**config.mk**
```make
export PLATFORM = sky130hd
export DESIGN_NAME = wr_flow_sink
export DESIGN_NICKNAME = d
export VERILOG_FILES = /design/src/rtl/wr_sink_pkg.sv /design/src/rtl/sink_ptr.sv /design/src/rtl/sink_store.sv /design/src/rtl/sink_level.sv /design/src/rtl/wr_flow_sink.sv
export SDC_FILE = /design/constraint.sdc
export NUM_CORES = 1
export LEC_CHECK = 0
export CORE_ASPECT_RATIO = 1.25
export CORE_MARGIN = 2
export CORE_UTILIZATION = 50
export DETAILED_ROUTE_END_ITERATION = 7
export DONT_BUFFER_PORTS = 1
export SYNTH_ARGS = -nofsm -noshare
export SYNTH_HDL_FRONTEND = slang
export SYNTH_SLANG_ARGS = --single-unit
```
**constraint.sdc**
```tcl
create_clock -name clk_i -period 8 [get_ports clk_i]
set_input_delay 1.6 -clock clk_i [delete_from_list [all_inputs] [get_ports clk_i]]
set_output_delay 1.6 -clock clk_i [all_outputs]
set_load 0.01 [all_outputs]
```
**src/rtl/wr_sink_pkg.sv**
```systemverilog
package wr_sink_pkg;

  function automatic int unsigned idx_width(int unsigned depth);
    return (depth > 1) ? $clog2(depth) : 1;
  endfunction

  function automatic int unsigned cnt_width(int unsigned depth);
    return $clog2(depth + 1);
  endfunction

endpackage

```
**src/rtl/sink_ptr.sv**
```systemverilog
module sink_ptr #(
  parameter int unsigned DEPTH = 8,
  localparam int unsigned IDX_W = wr_sink_pkg::idx_width(DEPTH)
) (
  input  logic             clk_i,
  input  logic             rst_ni,
  input  logic             clr_i,
  input  logic             inc_i,
  output logic [IDX_W-1:0] ptr_o
);

  localparam logic [IDX_W-1:0] LAST = IDX_W'(DEPTH - 1);

  logic [IDX_W-1:0] ptr_q;

  always_ff @(posedge clk_i or negedge rst_ni) begin
    if (!rst_ni)      ptr_q <= '0;
    else if (clr_i)   ptr_q <= '0;
    else if (inc_i)   ptr_q <= (ptr_q == LAST) ? '0 : ptr_q + 1'b1;
  end

  assign ptr_o = ptr_q;

endmodule

```
**src/rtl/sink_store.sv**
```systemverilog
module sink_store #(
  parameter int unsigned DATA_W = 32,
  parameter int unsigned DEPTH  = 8,
  localparam int unsigned IDX_W = wr_sink_pkg::idx_width(DEPTH)
) (
  input  logic              clk_i,
  input  logic              we_i,
  input  logic [IDX_W-1:0]  waddr_i,
  input  logic [DATA_W-1:0] wdata_i,
  input  logic [IDX_W-1:0]  raddr_i,
  output logic [DATA_W-1:0] rdata_o
);

  logic [DATA_W-1:0] slot_q [DEPTH];

  for (genvar i = 0; i < DEPTH; i++) begin : g_slot
    always_ff @(posedge clk_i) begin
      if (we_i && waddr_i == IDX_W'(i)) slot_q[i] <= wdata_i;
    end
  end

  assign rdata_o = slot_q[raddr_i];

endmodule

```
**src/rtl/sink_level.sv**
```systemverilog
module sink_level #(
  parameter int unsigned DEPTH = 8,
  localparam int unsigned CNT_W = wr_sink_pkg::cnt_width(DEPTH)
) (
  input  logic clk_i,
  input  logic rst_ni,
  input  logic clr_i,
  input  logic quiesce_i,
  input  logic wr_req_i,
  input  logic pop_req_i,
  output logic accept_o,
  output logic pop_o,
  output logic avail_o,
  output logic full_o,
  output logic ovf_o
);

  localparam logic [CNT_W-1:0] LIMIT   = CNT_W'(DEPTH);
  localparam logic [CNT_W-1:0] HI_MARK = CNT_W'(DEPTH - 1);

  logic [CNT_W-1:0] cnt_q, cnt_d;
  logic             full_q, ovf_q;
  logic             accept, pop, drop;

  assign accept = wr_req_i & ~clr_i & (cnt_q != LIMIT);
  assign drop   = wr_req_i & ~clr_i & (cnt_q == LIMIT);
  assign pop    = pop_req_i & ~clr_i & (cnt_q != '0);

  always_comb begin
    cnt_d = cnt_q + CNT_W'(accept) - CNT_W'(pop);
    if (clr_i) cnt_d = '0;
  end

  always_ff @(posedge clk_i or negedge rst_ni) begin
    if (!rst_ni) begin
      cnt_q  <= '0;
      full_q <= 1'b0;
    end else begin
      cnt_q <= cnt_d;
      // full may drop any time, but rise only together with a write
      if (clr_i || cnt_d < HI_MARK) full_q <= 1'b0;
      else if (accept)              full_q <= 1'b1;
    end
  end

  always_ff @(posedge clk_i or negedge rst_ni) begin
    if (!rst_ni)        ovf_q <= 1'b0;
    else if (quiesce_i) ovf_q <= 1'b0;
    else if (drop)      ovf_q <= 1'b1;
  end

  assign accept_o = accept;
  assign pop_o    = pop;
  assign avail_o  = (cnt_q != '0);
  assign full_o   = full_q;
  assign ovf_o    = ovf_q;

  p_full_rise_r2: assert property (@(posedge clk_i) disable iff (!rst_ni)
    $rose(full_q) |-> $past(wr_req_i));

  p_full_room_r3: assert property (@(posedge clk_i) disable iff (!rst_ni)
    full_q |-> (cnt_q >= HI_MARK));

  p_full_at_limit_r4: assert property (@(posedge clk_i) disable iff (!rst_ni)
    (cnt_q == LIMIT) |-> full_q);

  p_no_overflow_r5: assert property (@(posedge clk_i) disable iff (!rst_ni)
    cnt_q <= LIMIT);

  p_ovf_sticky_r5: assert property (@(posedge clk_i) disable iff (!rst_ni)
    (ovf_q && !quiesce_i) |=> ovf_q);

  p_clear_r6: assert property (@(posedge clk_i) disable iff (!rst_ni)
    clr_i |=> (cnt_q == '0) && !full_q);

endmodule

```
**src/rtl/wr_flow_sink.sv**
```systemverilog
module wr_flow_sink #(
  parameter int unsigned DATA_W = 32,
  parameter int unsigned DEPTH  = 8
) (
  input  logic              clk_i,
  input  logic              rst_ni,
  input  logic              quiesce_i,
  input  logic              wr_open_i,
  input  logic              wr_en_i,
  input  logic [DATA_W-1:0] wr_data_i,
  output logic              wr_full_o,
  output logic [DATA_W-1:0] rd_data_o,
  output logic              rd_valid_o,
  input  logic              rd_ready_i,
  output logic              overflow_o
);

  localparam int unsigned IDX_W = wr_sink_pkg::idx_width(DEPTH);

  logic             clr;
  logic             accept, pop, avail;
  logic [IDX_W-1:0] wptr, rptr;

  // session end and quiesce both empty the buffer
  assign clr = quiesce_i | ~wr_open_i;

  sink_level #(.DEPTH(DEPTH)) i_level (
    .clk_i     (clk_i),
    .rst_ni    (rst_ni),
    .clr_i     (clr),
    .quiesce_i (quiesce_i),
    .wr_req_i  (wr_en_i),
    .pop_req_i (rd_ready_i),
    .accept_o  (accept),
    .pop_o     (pop),
    .avail_o   (avail),
    .full_o    (wr_full_o),
    .ovf_o     (overflow_o)
  );

  sink_ptr #(.DEPTH(DEPTH)) i_wptr (
    .clk_i  (clk_i),
    .rst_ni (rst_ni),
    .clr_i  (clr),
    .inc_i  (accept),
    .ptr_o  (wptr)
  );

  sink_ptr #(.DEPTH(DEPTH)) i_rptr (
    .clk_i  (clk_i),
    .rst_ni (rst_ni),
    .clr_i  (clr),
    .inc_i  (pop),
    .ptr_o  (rptr)
  );

  sink_store #(.DATA_W(DATA_W), .DEPTH(DEPTH)) i_store (
    .clk_i   (clk_i),
    .we_i    (accept),
    .waddr_i (wptr),
    .wdata_i (wr_data_i),
    .raddr_i (rptr),
    .rdata_o (rd_data_o)
  );

  assign rd_valid_o = avail;

  p_valid_after_write_r10: assert property (@(posedge clk_i) disable iff (!rst_ni)
    (wr_en_i && !wr_full_o && !clr) |=> rd_valid_o);

  p_reset_state_r8: assert property (@(posedge clk_i)
    !rst_ni |-> !rd_valid_o && !wr_full_o && !overflow_o);

endmodule

```
==> results.py, run 1 <==
metrics = {
    "global_route": {
        "grt_pass1_vias": 4840,
        "grt_pass1_wl_mm": 28.5,
        "grt_util_all_layers_pct": 17.0,
        "grt_max_degree": 49,
        "antenna_found_initial": 0,
        "overflow": 0,
    },
    "place": {
        "post-place-ws_ns": 3.86,
        "io_buffer_count": 0,
        "place_congestion": 0.679,
        "dp_hpwl_mm": 9.51,
    },
    "detailed_routing": {
        "drc_errors": 0,
        "firstDrtPassIters": 4,
        "initialDrtViolationCount": 285,
        "wire_per_inst_um": 23.8,
        "ant_nets": 0,
        "vias_per_cell": 5.80,
        "dr_total_vias": 4409,
        "wl_mm": 18.1,
    },
    "clock_network": {
        "cts.sinks": 268,
        "cts-root-buf": "clkbuf_16",
        "worstSkewPairLatency_ns": 0.51,
        "cts_resized": 0,
        "htree_levels": 1,
        "cts_buffer_depth": 3,
        "cts_buffers": 25,
        "holdBufCountCts": 0,
        "post_cts_buffers": 0,
        "cts_tree": "done",
        "cts.clk_slew.worst_paths_ns": 0.06,
    },
    "timing": {
        "rsz0062_at_grt": "false",
        "worst_pin_slew_ns": 1.02,
        "finalHoldWorstSlack_ns": 0.556,
        "finalHoldViolCount": 0,
        "fmax_mhz": 219,
        "relSlewSlack_pct": 31.8,
        "min_period_over_period_pct": 57.1,
        "fin_crit_ns": 4.57,
        "finClkSkew_ns": 0.00858,
        "final.setup.worst_slack_ns": 3.43,
        "tns_ns": 0,
        "maxSlewViolCount": 0,
        "setup_viol": 0,
    },
    "yosys": {
        "postSynthCellCount": 457,
        "synth-seq-cells": 268,
        "ys.warnings.count": 0,
        "synth_top_area_share_pct": 73.3,
        "yosys-top-cells-area": "edfxtp_1 (73%), mux4_2 (12%), mux2_2 (3.4%)",
        "synth_fp_nets": 510,
        "seq_area_frac_synth_pct": 76.2,
        "synth_cell_type_count": 39,
        "syn_area_um2": 10500,
        "syn_area_per_cell_um2": 22.9,
        "yosys.area.top_type": "edfxtp_1",
    },
    "setup_path": {
        "critPathMaxStageDelay_ns": 0.80,
        "critPathKind": "flip-flop to primary output",
        "worst_setup_path_start_kind": "flip-flop",
        "crit_buf_inv": 1,
        "cp.required_ns": 6.40,
        "cp_slowest_cell": "buf_4",
        "crit_chain": "buf_4, mux4_1, mux2_2",
        "critPathCaptureType": "primary output",
        "ff2ff_setup_slack_ns": 5.01,
        "critPathMaxFanout": 48,
        "critPathTopFamily": "multiplexers",
        "cp.arrival_ns": 2.97,
    },
    "floorplan": {
        "dieArea_um2": 22200,
        "start_util_pct": 50.7,
        "ioPinCount": 73,
        "fp.dieW_um": 134,
        "std_cell_rows": 59,
        "coreArea_um2": 20700,
        "fp.dieH_um": 166,
    },
    "outcome": {
        "outcome": "finished, final reports clean",
    },
    "pwr": {
        "p_leak_nw": 3.61,
        "ir_worst_vdd_uv": 141,
        "power.density_nw_per_um2": 238,
    },
    "layout": {
        "diodes": 0,
        "fin_nets": 521,
        "drive_gt1_share_pct": 28.6,
        "area_delta_synth_final_pct": 10.2,
        "n_fill_cell": 1563,
    },
    "worst_hold_path": {
        "holdCritPathClass": "flip-flop to flip-flop",
    },
    "job": {
        "cap_violations": 0,
    },
}
==> cells in the mapped netlist, drive strengths merged <==
cell type / n
or4: 1
a21o: 1
xnor2: 1
nand3: 2
o31ai: 1
ha: 14
inv: 11
mux2i: 1
a2111o: 1
o221ai: 1
and2: 4
buf: 11
a21oi: 5
o21ai: 4
mux4: 64
nand2b: 2
and3: 6
nor4b: 1
mux2: 32
o311ai: 1
nor2: 2
nor2b: 1
a211oi: 2
nand2: 6
nor3b: 2
fa: 1
o221a: 1
nor3: 2
clkbuf: 7
a31oi: 1
dfrtp: 12
edfxtp: 256
==> path summary, 6_finish.rpt <==
path	start	end	cells after the start
setup / recovery	i_rptr.ptr_o[0]$_DFFE_PN0P_	rd_data_o[0]	3
hold / removal	i_wptr.ptr_o[0]$_DFFE_PN0P_	i_wptr.ptr_o[0]$_DFFE_PN0P_	1
setup reg to reg	i_level.cnt_q[2]$_DFF_PN0_	i_level.full_o$_DFFE_PN0P_	12
hold reg to reg	i_wptr.ptr_o[0]$_DFFE_PN0P_	i_wptr.ptr_o[0]$_DFFE_PN0P_	1
max in group asynchronous	rst_ni	i_rptr.ptr_o[0]$_DFFE_PN0P_	0
min in group asynchronous	rst_ni	i_wptr.ptr_o[0]$_DFFE_PN0P_	0
==> placed cells by master, fill, tap and decap left out, types with 3 or more instances in the layout <==
cell,n
a21oi_1,5
and3_2,6
bufinv_16,4
clkbuf_1,3
clkbuf_16,25
clkinv_1,7
clkinv_2,6
dfrtp_1,9
edfxtp_1,256
ha_1,14
inv_1,10
mux2_2,32
mux4_1,8
mux4_2,56
nand2_1,6
o21ai_0,4
==> worst register-to-register path, delay by kind of cell (launching register included) <==
kind,cells,cell delay (ns)
adders and majority gates,4,1.12
buffers and inverters,3,0.22
AOI/OAI and AO/OA,2,0.40
and+or+nand+nor,2,0.62
xor gates and xnor gates,1,0.22
DFF,1,0.32
==> final cells by class <==
| class | instances | area, um2 | share of cell area [%] |
|---|---|---|---|
| flip-flops and latches | 268 | 7990 | 69.2 |
| repair buffers | 2 | 15.0 | 0.130 |
| multi-input cells | 160 | 2340 | 20.3 |
| inverters | 11 | 41.3 | 0.357 |
| clock inverters | 17 | 176 | 1.53 |
| clock buffers | 28 | 637 | 5.51 |
| well taps | 274 | 343 | 2.97 |
==> report_power, final <==
| part | internal, W | total [W] | switching [W] |
|---|---|---|---|
| Combinational | 0.0000161 | 0.0000368 | 0.0000207 |
| Clock | 0.000698 | 0.00117 | 0.000469 |
| Sequential | 0.00155 | 0.00155 | 0.00000305 |
| Total | 0.00226 | 0.00275 | 0.000493 |
==> cells by family after synthesis <==
| group | count (synthesis) | share of synthesized area [%] |
|---|---|---|
| flip-flops | 268 | 76.2 |
| multiplexers | 97 | 17.6 |
| buffers and inverters | 29 | 1.56 |
| AND/OR/NAND/NOR | 29 | 1.60 |
| AO/OA/AOI/OAI | 18 | 1.16 |
| adder cells (fa/ha/maj) | 15 | 1.86 |
| XOR/XNOR | 1 | 0.0835 |
==> metrics by stage <==
| stage | util (%) | instances | power [W] | area, um2 |
|---|---|---|---|---|
| final | 55.9 | 760 | 0.00275 | 11600 |
| after global routing | 55.9 | 760 | 0.00284 | 11600 |
| after CTS | 55.9 | 760 | 0.00278 | 11600 |
| after detailed placement | 51.9 | 715 | 0.00162 | 10700 |
| after global placement | 51.9 | 715 | 0.00162 | 10700 |
| after floorplan | - | 457 | 0.00161 | 10500 |
==> routing by layer <==
metal,vias to the layer above,GRT usage [%],routed length [um]
li1,1947,-,-
met1,2321,22.0,7310
met2,113,29.1,9420
met3,28,4.49,1090
met4,0,3.98,296
met5,-,0,0
==> flip-flops by register name (all words and copies together), names as in the netlist <==
name            count
i_wptr.ptr_o        3
i_level.ovf_o       1
i_level.full_o      1
i_rptr.ptr_o        3
i_store.slot_q    256
i_level.cnt_q       4
(Power assumes the default switching activity.)
==> inputs of run 2 (changes only) <==
--- a/config.mk
+++ b/config.mk
@@ -10,6 +10,7 @@
 export CORE_UTILIZATION = 50
 export DETAILED_ROUTE_END_ITERATION = 7
 export DONT_BUFFER_PORTS = 1
+export PLACE_DENSITY = 0.68
 export SYNTH_ARGS = -nofsm -noshare
 export SYNTH_HDL_FRONTEND = slang
 export SYNTH_SLANG_ARGS = --single-unit
==> constraint.sdc (replaced) <==
create_clock -name clk_i -period 4.2 [get_ports clk_i]
set_input_delay 0.84 -clock clk_i [delete_from_list [all_inputs] [get_ports clk_i]]
set_output_delay 0.84 -clock clk_i [all_outputs]
set_load 0.01 [all_outputs]
==> run 2 against run 1 <==
  * Core utilization down 0.45 points
  * Wire length up 0.57%
  * Combinational power up 89%
  * Count of clock-buffer cells in the layout up 7
  * Hold slack worse by 0.54 ns
  * Die area unchanged
  * Worst setup slack worse by 2.9 ns
  * Cell count unchanged
  * Sequential share of layout area up 0.56 points
  * Via count up 0.54%
  * Power up 82%
  * Critical endpoint is now rd_data_o[16]
  * Largest cell class unchanged
  * Highest routed layer unchanged
==> results.py, run 2 (same netlist as run 1, synthesis figures left out) <==
metrics = {
    "outcome": {
        "outcome": "finished, final reports clean",
    },
    "place": {
        "dp_hpwl_mm": 9.79,
        "place_congestion": 0.829,
        "io_buffer_count": 0,
    },
    "setup_path": {
        "critPathCaptureType": "primary output",
        "worst_setup_path_start_kind": "flip-flop",
        "ff2ff_setup_slack_ns": 1.16,
        "cp.required_ns": 3.36,
        "ff2ff_path_depth": 12,
        "cp.arrival_ns": 2.84,
        "critPathKind": "flip-flop to primary output",
        "r2r-start": "i_level.cnt_q[2]$_DFF_PN0_",
        "critPathMaxStageDelay_ns": 1.13,
        "crit_chain": "buf_4, mux4_2, mux2_2",
        "r2r-end": "i_level.full_o$_DFFE_PN0P_",
        "cp_slowest_cell": "dfrtp_4",
        "critPathMaxFanout": 55,
    },
    "layout": {
        "largest_register_ffs": 256,
        "drive_gt1_share_pct": 27.4,
        "largest-register": "i_store.slot_q",
        "layout_common_cells": "edfxtp_1 (256), mux4_2 (56), mux2_2 (32)",
        "top_regs": "i_store.slot_q (256), i_level.cnt_q (4)",
        "area_delta_synth_final_pct": 9.27,
        "final_common_cell": "edfxtp_1",
        "fin_nets": 524,
        "diodes": 0,
    },
    "clock_network": {
        "cts.clk_slew.worst_paths_ns": 0.06,
        "worstSkewPairLatency_ns": 0.51,
        "cts.sinks": 268,
        "cts_tree": "done",
        "cts_buffer_depth": 3,
        "cts_buffers": 25,
        "cts-root-buf": "clkbuf_16",
        "htree_levels": 1,
    },
    "global_route": {
        "antenna_found_initial": 0,
        "grt_pass1_vias": 4899,
        "grt_pass1_wl_mm": 28.2,
        "grt_util_all_layers_pct": 16.8,
        "overflow": 0,
        "grt_max_degree": 56,
    },
    "detailed_routing": {
        "wire_per_inst_um": 24.0,
        "firstDrtPassIters": 4,
        "m1WireLength_mm": 7.44,
        "wl_met3_mm": 1.08,
        "wl_mm": 18.2,
        "wl_met2_mm": 9.21,
        "vias_per_cell": 5.83,
        "drc_errors": 0,
        "initialDrtViolationCount": 353,
        "routed.top_layer": "met4",
        "ant_nets": 0,
        "dr_total_vias": 4433,
    },
    "timing": {
        "tns_ns": 0,
        "finClkSkew_ns": 0.0156,
        "maxSlewViolCount": 0,
        "finalHoldWorstSlack_ns": 0.0201,
        "worst_pin_slew_ns": 1.06,
        "setup_viol": 0,
        "finalHoldViolCount": 0,
        "relSlewSlack_pct": 29.7,
        "fin_crit_ns": 3.68,
        "fmax_mhz": 272,
        "rsz0062_at_grt": "false",
        "min_period_over_period_pct": 87.7,
    },
    "pwr": {
        "ir_worst_vdd_uv": 299,
        "power.density_nw_per_um2": 436,
        "p_leak_nw": 3.56,
    },
    "floorplan": {
        "coreArea_um2": 20700,
        "std_cell_rows": 59,
        "fp.dieH_um": 166,
        "dieArea_um2": 22200,
        "start_util_pct": 50.7,
        "fp.dieW_um": 134,
        "ioPinCount": 73,
    },
    "worst_hold_path": {
        "holdCritPathClass": "input pin to asynchronous set/reset pin",
    },
    "job": {
        "cap_violations": 0,
    },
}
## run 2: cell count changes in the layout (fill, tap and decap cells not counted)
cell,before,now
buf_4,2,4
clkinv_1,7,5
clkinv_2,6,1
clkbuf_1,3,10
bufinv_16,4,0
clkinv_4,0,1
dlygate4sd3_1,0,1
## run 2: what timing repair did
action,in CTS,in global routing
hold buffers,0,1
buffers inserted,0,0
resized for setup,0,0
hold endpoints to repair,0,3
## run 2: worst max-delay path by stage
stage / start / endpoint / slack, ns / depth (start not counted)
after global placement: i_rptr.ptr_o[0]$_DFFE_PN0P_ / rd_data_o[16] / 0.98 / 3
final: i_rptr.ptr_o[0]$_DFFE_PN0P_ / rd_data_o[16] / 0.52 / 3
after detailed placement: i_rptr.ptr_o[0]$_DFFE_PN0P_ / rd_data_o[16] / 0.97 / 3
after floorplan: wr_open_i / i_level.full_o$_DFFE_PN0P_ / 1.31 / 10
after CTS: i_rptr.ptr_o[0]$_DFFE_PN0P_ / rd_data_o[16] / 0.41 / 3
after global routing: i_rptr.ptr_o[0]$_DFFE_PN0P_ / rd_data_o[16] / 0.30 / 3
## run 2: where the power goes
group	internal [W]	switching, W
registers	0.00295	0.00000830
clock network	0.00109	0.000883
logic	0.0000317	0.0000380
total	0.00407	0.000929
## run 2: area by class of cell
cell class                 count  area [um2]
clock buffer                  35         663
clock inverter                 7        32.5
fill                        1534        9210
inverter                      11        41.3
multi-input combinational    160        2340
sequential                   268        7990
tap                          274         343
timing repair buffer           5        40.0
## run 2: per-layer routing
metal  GRT usage (%)  up-vias
met5               0        -
met3            4.06       36
met4            5.27        0
met1            21.8     2350
li1                -     1942
met2            28.4      105
## run 2: critical path, delay by kind of cell, from the launching register on
family,cells,cell delay [ns]
flip-flops,1,1.13
buffers and inverters,1,0.35
multiplexers,2,0.83
## run 2: per-stage QoR
step / instances / utilization [%] / instance area (um2) / total power, W / setup WS (ns)
after detailed placement: 717 / 52.0 / 10800 / 0.00308 / 0.967
final: 760 / 55.4 / 11500 / 0.00500 / 0.518
after CTS: 759 / 55.4 / 11400 / 0.00504 / 0.409
after global placement: 717 / 52.0 / 10800 / 0.00308 / 0.980
after floorplan: 457 / - / 10500 / 0.00306 / 1.31
after global routing: 760 / 55.4 / 11500 / 0.00515 / 0.297
==> inputs of run 3 (changes only) <==
--- a/config.mk
+++ b/config.mk
@@ -10,7 +10,6 @@
 export CORE_UTILIZATION = 50
 export DETAILED_ROUTE_END_ITERATION = 7
 export DONT_BUFFER_PORTS = 1
-export PLACE_DENSITY = 0.68
 export SYNTH_ARGS = -nofsm -noshare
 export SYNTH_HDL_FRONTEND = slang
 export SYNTH_SLANG_ARGS = --single-unit
==> constraint.sdc (replaced) <==
create_clock -name clk_i -period 4.3 [get_ports clk_i]
set_input_delay 0.86 -clock clk_i [delete_from_list [all_inputs] [get_ports clk_i]]
set_output_delay 0.86 -clock clk_i [all_outputs]
set_load 0.01 [all_outputs]
==> run 3 against run 2 <==
  * Sequential cell count stayed put
  * Count of clock-buffer cells in the layout shrank 2
  * Critical path depth unchanged
  * Hold slack gained 0.017 ns
  * Worst setup slack better by 0.22 ns
  * Die area is the same
  * Sequential share of layout area is 1.1 points lower
  * Largest cell class unchanged
==> results.py, run 3 (same netlist as run 1, synthesis figures left out) <==
metrics = {
    "clock_network": {
        "cts.sinks": 268,
        "cts_tree": "done",
        "post_cts_buffers": 0,
        "cts.clk_slew.worst_paths_ns": 0.06,
        "cts_buffer_depth": 3,
        "worstSkewPairLatency_ns": 0.52,
        "cts_buffers": 26,
        "cts-root-buf": "clkbuf_16",
        "htree_levels": 1,
    },
    "detailed_routing": {
        "vias_per_cell": 5.81,
        "wl_mm": 18.3,
        "firstDrtPassIters": 4,
        "drc_errors": 0,
        "initialDrtViolationCount": 262,
        "wire_per_inst_um": 23.9,
        "dr_total_vias": 4439,
        "ant_nets": 0,
    },
    "timing": {
        "tns_ns": 0,
        "finalHoldViolCount": 0,
        "final.setup.worst_slack_ns": 0.742,
        "min_period_over_period_pct": 82.7,
        "setup_viol": 0,
        "fmax_mhz": 281,
        "worst_pin_slew_ns": 1.04,
        "maxSlewViolCount": 0,
        "rsz0062_at_grt": "false",
        "fin_crit_ns": 3.56,
        "relSlewSlack_pct": 30.5,
        "finClkSkew_ns": 0.0114,
    },
    "layout": {
        "final_common_cell": "edfxtp_1",
        "largest-register": "i_store.slot_q",
        "fin_nets": 523,
        "largest_register_ffs": 256,
        "top_regs": "i_store.slot_q (256), i_level.cnt_q (4)",
        "instances_no_fill": 764,
        "layout_common_cells": "edfxtp_1 (256), mux4_2 (56), mux2_2 (32)",
        "diodes": 0,
        "area_delta_synth_final_pct": 11.0,
        "fin_area_um2": 11600,
        "drive_gt1_share_pct": 29.2,
    },
    "global_route": {
        "grt_util_all_layers_pct": 17.0,
        "antenna_found_initial": 0,
        "grt_pass1_wl_mm": 28.4,
        "grt_pass1_vias": 4870,
        "grt_max_degree": 38,
        "overflow": 0,
    },
    "pwr": {
        "ir_worst_vdd_uv": 280,
        "power.density_nw_per_um2": 451,
        "p_leak_nw": 3.64,
    },
    "setup_path": {
        "ff2ff_setup_slack_ns": 1.23,
        "cp.required_ns": 3.44,
        "critPathMaxFanout": 36,
        "cp.arrival_ns": 2.70,
        "critPathKind": "flip-flop to primary output",
        "critPathCaptureType": "primary output",
        "critPathTopFamily": "multiplexers",
        "ff2ff_path_depth": 12,
        "crit_buf_inv": 1,
        "r2r-end": "i_level.full_o$_DFFE_PN0P_",
        "crit_chain": "buf_12, mux4_1, mux2_2",
        "critPathMaxStageDelay_ns": 0.88,
        "r2r-start": "i_level.cnt_q[2]$_DFF_PN0_",
        "worst_setup_path_start_kind": "flip-flop",
        "cp_slowest_cell": "dfrtp_4",
    },
    "place": {
        "place_congestion": 0.795,
        "dp_hpwl_mm": 9.50,
        "io_buffer_count": 0,
        "dpl.cell_count": 715,
        "post-place-ws_ns": 1.14,
        "place_area_um2": 10800,
    },
    "floorplan": {
        "dieArea_um2": 22200,
        "std_cell_rows": 59,
        "fp.dieW_um": 134,
        "coreArea_um2": 20700,
        "ioPinCount": 73,
        "fp.dieH_um": 166,
        "start_util_pct": 50.7,
    },
    "outcome": {
        "outcome": "finished, final reports clean",
    },
    "worst_hold_path": {
        "holdCritPathClass": "input pin to asynchronous set/reset pin",
    },
    "job": {
        "cap_violations": 0,
    },
}
[run 3: changes by cell type in the layout (fill, tap and decap cells not counted), sizes merged]
cell	delta
clkbuf	-2
clkinvlp	+1
clkinv	+3
bufinv	+4
buf	-2
[run 3: where the power goes]
part | switching, W | internal (W)
registers | 0.00000693 | 0.00288
clock network | 0.000906 | 0.00139
logic | 0.0000380 | 0.0000311
[run 3: how the worst max path moves through the flow]
stage	depth (start not counted)	slack, ns	startpoint	endpoint
finish	3	0.74	i_rptr.ptr_o[0]$_DFFE_PN0P_	rd_data_o[25]
global route	3	0.56	i_rptr.ptr_o[0]$_DFFE_PN0P_	rd_data_o[25]
CTS	3	0.65	i_rptr.ptr_o[0]$_DFFE_PN0P_	rd_data_o[25]
detailed placement	10	1.14	wr_open_i	i_level.full_o$_DFFE_PN0P_
global placement	3	1.21	i_rptr.ptr_o[0]$_DFFE_PN0P_	rd_data_o[25]
floorplan	10	1.39	wr_open_i	i_level.full_o$_DFFE_PN0P_
[run 3: final cells by class]
class	count	area, um2
Clock buffer	33	698
Clock inverter	15	174
Fill cell	1551	9020
Inverter	11	41.3
Multi-Input combinational cell	160	2340
Sequential cell	268	7990
Tap cell	274	343
Timing Repair Buffer	3	50.0
[run 3: repair_timing]
action / in CTS / in global routing
hold endpoints to repair: 0 / 1
hold buffers: 0 / 1
gates resized for setup: 0 / 0
[run 3: worst reg2reg max path, cell delays in order (launching register included)]
cell and delay, ns:
dfrtp_1 0.32, inv_1 0.07, ha_1 0.20, nor3b_1 0.19, nor3_2 0.44, inv_2 0.12, ha_1 0.31, inv_1 0.04
ha_1 0.22, fa_1 0.42, xnor2_1 0.24, o221ai_1 0.14, o221a_2 0.25
[run 3: layer usage]
metal,share of wire [%],vias to the layer above,GRT usage [%]
li1,-,1945,-
met1,42,2354,22.9
met2,51,107,27.9
met3,5.4,33,4.12
met4,1.8,0,5.00
met5,0,-,0
[run 3: stage by stage]
stage	hold WS [ns]	power [W]	utilization [%]
floorplan	0.500	0.00299	-
global placement	0.556	0.00301	52.1
detailed placement	0.565	0.00301	52.1
CTS	0.00513	0.00529	56.3
global route	0.0116	0.00540	56.3
finish	0.0373	0.00525	56.3
